### src/rtl/nvmfe_pkg.sv
package nvmfe_pkg;
  localparam int unsigned DEF_ADDR_W   = 16;
  localparam int unsigned DEF_DATA_W   = 32;
  localparam int unsigned DEF_RD_SLOTS = 8;
  localparam int unsigned DEF_WB_DEPTH = 4;

  // circular pointer step for a ring of 'depth' positions
  function automatic int unsigned ring_next(input int unsigned p, input int unsigned depth);
    return (p + 1 >= depth) ? 0 : p + 1;
  endfunction
endpackage

### src/rtl/nvmfe_rd_tracker.sv
module nvmfe_rd_tracker #(
  parameter int unsigned SLOTS  = nvmfe_pkg::DEF_RD_SLOTS,
  parameter int unsigned ADDR_W = nvmfe_pkg::DEF_ADDR_W,
  localparam int unsigned TW    = $clog2(SLOTS)
) (
  input  logic              clk,
  input  logic              rst_n,
  input  logic              alloc,
  input  logic [ADDR_W-1:0] alloc_addr,
  output logic              any_free,
  output logic [TW-1:0]     free_tag,
  input  logic              done_valid,
  input  logic [TW-1:0]     done_tag,
  output logic              done_hit,
  input  logic              release_en,
  input  logic [TW-1:0]     release_tag,
  input  logic [TW-1:0]     look_tag,
  output logic [ADDR_W-1:0] look_addr
);
  logic [SLOTS-1:0] busy;
  logic [SLOTS-1:0] waiting;
  logic [ADDR_W-1:0] slot_addr [SLOTS];

  always_comb begin
    free_tag = '0;
    for (int i = SLOTS - 1; i >= 0; i--)
      if (!busy[i]) free_tag = TW'(i);
  end

  assign any_free  = ~&busy;
  assign done_hit  = done_valid && waiting[done_tag];
  assign look_addr = slot_addr[look_tag];

  for (genvar g = 0; g < SLOTS; g++) begin : g_slot
    always_ff @(posedge clk) begin
      if (!rst_n) begin
        busy[g]    <= 1'b0;
        waiting[g] <= 1'b0;
      end else if (alloc && free_tag == TW'(g)) begin
        busy[g]    <= 1'b1;
        waiting[g] <= 1'b1;
      end else begin
        if (done_hit && done_tag == TW'(g)) waiting[g] <= 1'b0;
        if (release_en && release_tag == TW'(g)) busy[g] <= 1'b0;
      end
    end

    always_ff @(posedge clk) begin
      if (alloc && free_tag == TW'(g)) slot_addr[g] <= alloc_addr;
    end
  end
endmodule

### src/rtl/nvmfe_tag_fifo.sv
module nvmfe_tag_fifo #(
  parameter int unsigned DEPTH = nvmfe_pkg::DEF_RD_SLOTS,
  parameter int unsigned W     = 3,
  localparam int unsigned PW   = (DEPTH > 1) ? $clog2(DEPTH) : 1,
  localparam int unsigned CW   = $clog2(DEPTH + 1)
) (
  input  logic         clk,
  input  logic         rst_n,
  input  logic         push,
  input  logic [W-1:0] push_val,
  input  logic         pop,
  output logic         not_empty,
  output logic [W-1:0] head
);
  logic [W-1:0]  store [DEPTH];
  logic [PW-1:0] wp, rp;
  logic [CW-1:0] fill;

  assign not_empty = (fill != '0);
  assign head      = store[rp];

  always_ff @(posedge clk) begin
    if (!rst_n) begin
      wp   <= '0;
      rp   <= '0;
      fill <= '0;
    end else begin
      if (push) wp <= PW'(nvmfe_pkg::ring_next(int'(wp), DEPTH));
      if (pop)  rp <= PW'(nvmfe_pkg::ring_next(int'(rp), DEPTH));
      case ({push, pop})
        2'b10:   fill <= fill + 1'b1;
        2'b01:   fill <= fill - 1'b1;
        default: ;
      endcase
    end
  end

  always_ff @(posedge clk) begin
    if (push) store[wp] <= push_val;
  end
endmodule

### src/rtl/nvmfe_wr_buffer.sv
module nvmfe_wr_buffer #(
  parameter int unsigned DEPTH  = nvmfe_pkg::DEF_WB_DEPTH,
  parameter int unsigned ADDR_W = nvmfe_pkg::DEF_ADDR_W,
  parameter int unsigned DATA_W = nvmfe_pkg::DEF_DATA_W,
  localparam int unsigned PW    = (DEPTH > 1) ? $clog2(DEPTH) : 1,
  localparam int unsigned CW    = $clog2(DEPTH + 1)
) (
  input  logic              clk,
  input  logic              rst_n,
  input  logic              in_valid,
  output logic              in_ready,
  input  logic [ADDR_W-1:0] in_addr,
  input  logic [DATA_W-1:0] in_data,
  output logic              out_valid,
  input  logic              out_ready,
  output logic [ADDR_W-1:0] out_addr,
  output logic [DATA_W-1:0] out_data,
  input  logic              done,
  output logic [CW-1:0]     count,
  output logic              full
);
  logic [ADDR_W-1:0] ent_addr [DEPTH];
  logic [DATA_W-1:0] ent_data [DEPTH];
  logic [PW-1:0] wp, ip;
  logic [CW-1:0] held, handed;
  logic in_fire, out_fire, done_ok;

  assign in_ready  = (held < CW'(DEPTH));
  assign full      = (held == CW'(DEPTH));
  assign count     = held;
  assign out_valid = (held != handed);
  assign out_addr  = ent_addr[ip];
  assign out_data  = ent_data[ip];
  assign in_fire   = in_valid && in_ready;
  assign out_fire  = out_valid && out_ready;
  assign done_ok   = done && (handed != '0);

  always_ff @(posedge clk) begin
    if (!rst_n) begin
      wp     <= '0;
      ip     <= '0;
      held   <= '0;
      handed <= '0;
    end else begin
      if (in_fire)  wp <= PW'(nvmfe_pkg::ring_next(int'(wp), DEPTH));
      if (out_fire) ip <= PW'(nvmfe_pkg::ring_next(int'(ip), DEPTH));
      case ({in_fire, done_ok})
        2'b10:   held <= held + 1'b1;
        2'b01:   held <= held - 1'b1;
        default: ;
      endcase
      case ({out_fire, done_ok})
        2'b10:   handed <= handed + 1'b1;
        2'b01:   handed <= handed - 1'b1;
        default: ;
      endcase
    end
  end

  always_ff @(posedge clk) begin
    if (in_fire) begin
      ent_addr[wp] <= in_addr;
      ent_data[wp] <= in_data;
    end
  end
endmodule

### src/rtl/nvm_media_frontend.sv
module nvm_media_frontend #(
  parameter int unsigned ADDR_W   = nvmfe_pkg::DEF_ADDR_W,
  parameter int unsigned DATA_W   = nvmfe_pkg::DEF_DATA_W,
  parameter int unsigned RD_SLOTS = nvmfe_pkg::DEF_RD_SLOTS,
  parameter int unsigned WB_DEPTH = nvmfe_pkg::DEF_WB_DEPTH,
  localparam int unsigned TAG_W   = $clog2(RD_SLOTS)
) (
  input  logic                          clk,
  input  logic                          rst_n,
  input  logic                          rd_cmd_valid,
  output logic                          rd_cmd_ready,
  input  logic [ADDR_W-1:0]             rd_cmd_addr,
  output logic                          med_rd_valid,
  output logic [TAG_W-1:0]              med_rd_tag,
  output logic [ADDR_W-1:0]             med_rd_addr,
  input  logic                          med_rd_done,
  input  logic [TAG_W-1:0]              med_rd_done_tag,
  output logic                          burst_valid,
  input  logic                          burst_ready,
  output logic [TAG_W-1:0]              burst_tag,
  output logic [ADDR_W-1:0]             burst_addr,
  input  logic                          wr_valid,
  output logic                          wr_ready,
  input  logic [ADDR_W-1:0]             wr_addr,
  input  logic [DATA_W-1:0]             wr_data,
  output logic                          med_wr_valid,
  input  logic                          med_wr_ready,
  output logic [ADDR_W-1:0]             med_wr_addr,
  output logic [DATA_W-1:0]             med_wr_data,
  input  logic                          med_wr_done,
  output logic [$clog2(WB_DEPTH+1)-1:0] wb_count,
  output logic                          wb_full
);
  logic rd_fire, burst_fire, ready_push;

  assign rd_fire      = rd_cmd_valid && rd_cmd_ready;
  assign burst_fire   = burst_valid && burst_ready;
  assign med_rd_valid = rd_fire;
  assign med_rd_addr  = rd_cmd_addr;

  nvmfe_rd_tracker #(.SLOTS(RD_SLOTS), .ADDR_W(ADDR_W)) u_track (
    .clk         (clk),
    .rst_n       (rst_n),
    .alloc       (rd_fire),
    .alloc_addr  (rd_cmd_addr),
    .any_free    (rd_cmd_ready),
    .free_tag    (med_rd_tag),
    .done_valid  (med_rd_done),
    .done_tag    (med_rd_done_tag),
    .done_hit    (ready_push),
    .release_en  (burst_fire),
    .release_tag (burst_tag),
    .look_tag    (burst_tag),
    .look_addr   (burst_addr)
  );

  nvmfe_tag_fifo #(.DEPTH(RD_SLOTS), .W(TAG_W)) u_ready_q (
    .clk       (clk),
    .rst_n     (rst_n),
    .push      (ready_push),
    .push_val  (med_rd_done_tag),
    .pop       (burst_fire),
    .not_empty (burst_valid),
    .head      (burst_tag)
  );

  nvmfe_wr_buffer #(.DEPTH(WB_DEPTH), .ADDR_W(ADDR_W), .DATA_W(DATA_W)) u_wbuf (
    .clk       (clk),
    .rst_n     (rst_n),
    .in_valid  (wr_valid),
    .in_ready  (wr_ready),
    .in_addr   (wr_addr),
    .in_data   (wr_data),
    .out_valid (med_wr_valid),
    .out_ready (med_wr_ready),
    .out_addr  (med_wr_addr),
    .out_data  (med_wr_data),
    .done      (med_wr_done),
    .count     (wb_count),
    .full      (wb_full)
  );
endmodule

### config.mk
export PLATFORM = sky130hd
export DESIGN_NAME = nvm_media_frontend
export DESIGN_NICKNAME = d
export VERILOG_FILES = /design/src/rtl/nvmfe_pkg.sv /design/src/rtl/nvmfe_rd_tracker.sv /design/src/rtl/nvmfe_tag_fifo.sv /design/src/rtl/nvmfe_wr_buffer.sv /design/src/rtl/nvm_media_frontend.sv
export SDC_FILE = /design/constraint.sdc
export NUM_CORES = 1
export LEC_CHECK = 0
export CORE_ASPECT_RATIO = 1.75
export CORE_MARGIN = 8
export CORE_UTILIZATION = 45
export DETAILED_ROUTE_END_ITERATION = 8
export HOLD_SLACK_MARGIN = 0.12
export PLACE_DENSITY = 0.66
export SLEW_MARGIN = 20
export SYNTH_ARGS = -nofsm -noshare
export SYNTH_HDL_FRONTEND = slang
export SYNTH_SLANG_ARGS = --single-unit
### constraint.sdc
create_clock -name clk -period 4.37 [get_ports clk]
set_input_delay 0.874 -clock clk [delete_from_list [all_inputs] [get_ports clk]]
set_output_delay 0.874 -clock clk [all_outputs]
set_load 0.05 [all_outputs]
==> results.md <==
- Worst EP arrival: 3.19 ns
- CTS sink count: 385
- Simple-Gate Fraction of Synth Area: 3.87%
- Post_cts resized: 0
- Pwr per Cell Area: 540 nW/um^2
- H-tree level count: 2
- Total die area: 39800 sq um
- Main combinational cell family by area after synthesis: multiplexers
- Vias in the first global route: 8094
- Number of port buffers: 169
- DPL Wire Length: 19.0 mm
- Final period util: 93.0%
- Cells after DPL: 1360
- DR iter-0 viols: 331
- Final Hold Vio Count: 0
- Row count: 88
- Cts hold-fix bufs: 0
- Initial DRT Pass Iterations: 4
- CP Class: reg2out
- Slowest stage delay, CP: 0.55 ns
- Avg WL per Cell: 20.9 um
- Leakage: 0.00606 uW
- DR vias/cell: 5.39
- Total track usage: 14.9%
- Detailed-route via count: 7667
- Seq cells post-synth: 385
- Worst-Skew Late Latency: 0.52 ns
- Post-Syn Nets: 904
- First-pass GRT wire length: 45.9 mm
- Register area: 11200 sq um
- Multi-input logic area: 3540 sq um
- Final ANT Viol Nets: 0
- CP Max Fanout: 16
- Mux contribution to synthesized area: 13.7%
- Die Ht: 258 um
- Clock buffer depth: 3
- Root buf cell: clkbuf_16
- Largest net degree at the start of global routing: 49
- Worst-path clk slew: 0.06 ns
- Total congestion overflow: 0
- Total Wirelength: 29.7 mm
- I/O Pins: 170
- RSZ-0062 raised after global routing: no
- CP Cell Sequence: mux2_2, nor3b_1, nor4_2, buf_4, nand2_1, o22ai_1, nor2_1, buf_12
- Core region area: 32900 sq um
- Layout area overhead: 22.6%
- Routability cong.: 0.802
- Post-synthesis compound-gate area fraction: 3.92%
- Final #Nets: 1080
- Ys Warns: 0
- Synth Area per Inst: 18.5 sq um
- Netlist cell types: 45
- Post-Synth XOR/XNOR Area: 0.757%
- Total Power: 9960 uW
- DRC viols: 0
- Hold WC Path Type: reg2reg
- Finished Core Util: 56.0%
- Final std cells w/o fill: 1422
- Critical path endpoint category: primary output
- Area of the mapped netlist: 15100 sq um
- Ys flop type: edfxtp_1
- Filler instances: 2532
- Initial antenna violation count: 0
- Worst vdd ir: 0.358 mV
- Synth Area in Adders: 1.26%
- Max Freq: 246 MHz
- Share of cells above drive strength 1: 21.1%
- EDFF count, synth: 344
- Relative slew slack: 43.1%
- CTS tree: done
- Worst path required time: 3.50 ns
- Fraction of registers with async set/reset: 0%
- Setup violators final: 0
- Max_cap viols: 0
- Clock Skews: 0.0128 ns
- Status: completed
- Post-layout min period: 4.06 ns
- Worst Tran Pin Value: 0.846 ns
- Starting Density: 45.7%
- Setup_tns: 0 ns
- Setup Buffers After CTS: 0
- Slowest CP cell: nand2_1
- Cells after synthesis: 815
- # diodes: 0
- Die width: 154 um
- Startpoint type of the worst setup path: register
- Num CTS Buffers: 34
- Slew Viols, Final: 0
- Register area share after synthesis: 74.1%
-- kinds of logic after synthesis --
family          after synthesis
compound gates               93
mux                         129
xor+xnor                     13
buf+inv                      67
flops                       385
fa+ha+maj                    14
simple gates                114
-- worst paths after layout --
check | start | end | slack [ns] | cells after the start
worst max-delay path | register | burst_addr[10] | 0.31 | 8
worst min-delay path | u_track.waiting[3]$_SDFFE_PN0P_ | u_track.waiting[3]$_SDFFE_PN0P_ | 0.49 | 2
worst max register to register | u_ready_q.fill[0]$_SDFFE_PN0P_ | u_ready_q.fill[2]$_SDFFE_PN0P_ | 1.69 | 10
worst min register to register | u_track.waiting[3]$_SDFFE_PN0P_ | u_track.waiting[3]$_SDFFE_PN0P_ | 0.49 | 2
-- state kept, by name, summed over array words and instances, names as in the netlist, named ones only --
signal	flops
u_track.slot_addr	128
u_wbuf.ent_data	128
u_wbuf.ent_addr	64
u_ready_q.store	24
u_track.busy	8
u_track.waiting	8
u_ready_q.fill	4
u_ready_q.rp	3
u_ready_q.wp	3
u_wbuf.count	3
u_wbuf.handed	3
u_wbuf.ip	2
u_wbuf.wp	2
-- power by group --
group          switching (uW)  leakage, uW  total (uW)  internal (uW)
Combinational            1560      0.00203        2550            993
Sequential                109      0.00347        4360           4250
Clock                    1270     0.000561        3060           1790
Total                    2930      0.00606        9960           7030
-- area by class of cell --
| cell class | count | area share (%) |
|---|---|---|
| tap | 405 | 2.75 |
| timing repair buffer | 188 | 10.9 |
| clock inverter | 21 | 1.34 |
| multi-input combinational | 363 | 19.2 |
| inverter | 19 | 0.387 |
| sequential | 385 | 60.5 |
| clock buffer | 41 | 4.92 |
-- per-stage QoR --
| stage | instance area, sq um | hold slack [ns] | setup WS [ns] |
|---|---|---|---|
| final | 18400 | 0.492 | 0.307 |
| after CTS | 18400 | 0.498 | 0.192 |
| after global routing | 18400 | 0.512 | 0.0610 |
| after detailed placement | 17300 | 0.488 | 0.609 |
| after global placement | 17300 | 0.475 | 0.662 |
| after floorplan | 15100 | 0.452 | 0.377 |
-- worst max-delay path, delay by kind of cell (launching register included) --
family	cells	cell delay [ns]
DFF	1	0.54
muxes	1	0.38
AOI/OAI and AO/OA	1	0.19
buffers and inverters	2	0.36
and+or+nand+nor	4	1.21
-- cells in the mapped netlist (all sizes together), types with 5 or more instances --
cell	n	area share, %
edfxtp	344	69
o22ai	32	1.3
dfxtp	41	5.5
clkbuf	14	0.36
nor3	5	0.17
nand2b	7	0.29
nor2b	7	0.29
buf	34	1.6
nor2	26	0.65
ha	12	1.0
xnor2	9	0.52
mux4	53	8.0
nand2	29	0.72
mux2	67	5.0
a21oi	6	0.20
and2	13	0.54
o21ai	21	0.70
inv	19	0.47
nand3	6	0.20
a21boi	21	1.0
mux2i	9	0.68
or3	6	0.25
-- placed cells by master (no fill, tap or decap), types with 21 or more instances in the layout --
cell type	count
clkbuf_16	34
nor2_1	26
dfxtp_1	39
o21ai_0	21
edfxtp_1	344
clkdlybuf4s50_1	153
mux2_2	67
mux4_2	51
a21boi_0	21
o22ai_1	32
nand2_1	29
-- routing by layer --
layer	up-vias	wire, um	track usage, %	share of wire [%]
met3	43	1210	2.51	4.1
met4	0	707	5.30	2.4
met2	190	16100	27.9	54
met1	3886	11700	16.5	39
li1	3548	-	-	-
met5	-	0	0	0
Power figures use the tool's default switching activity.
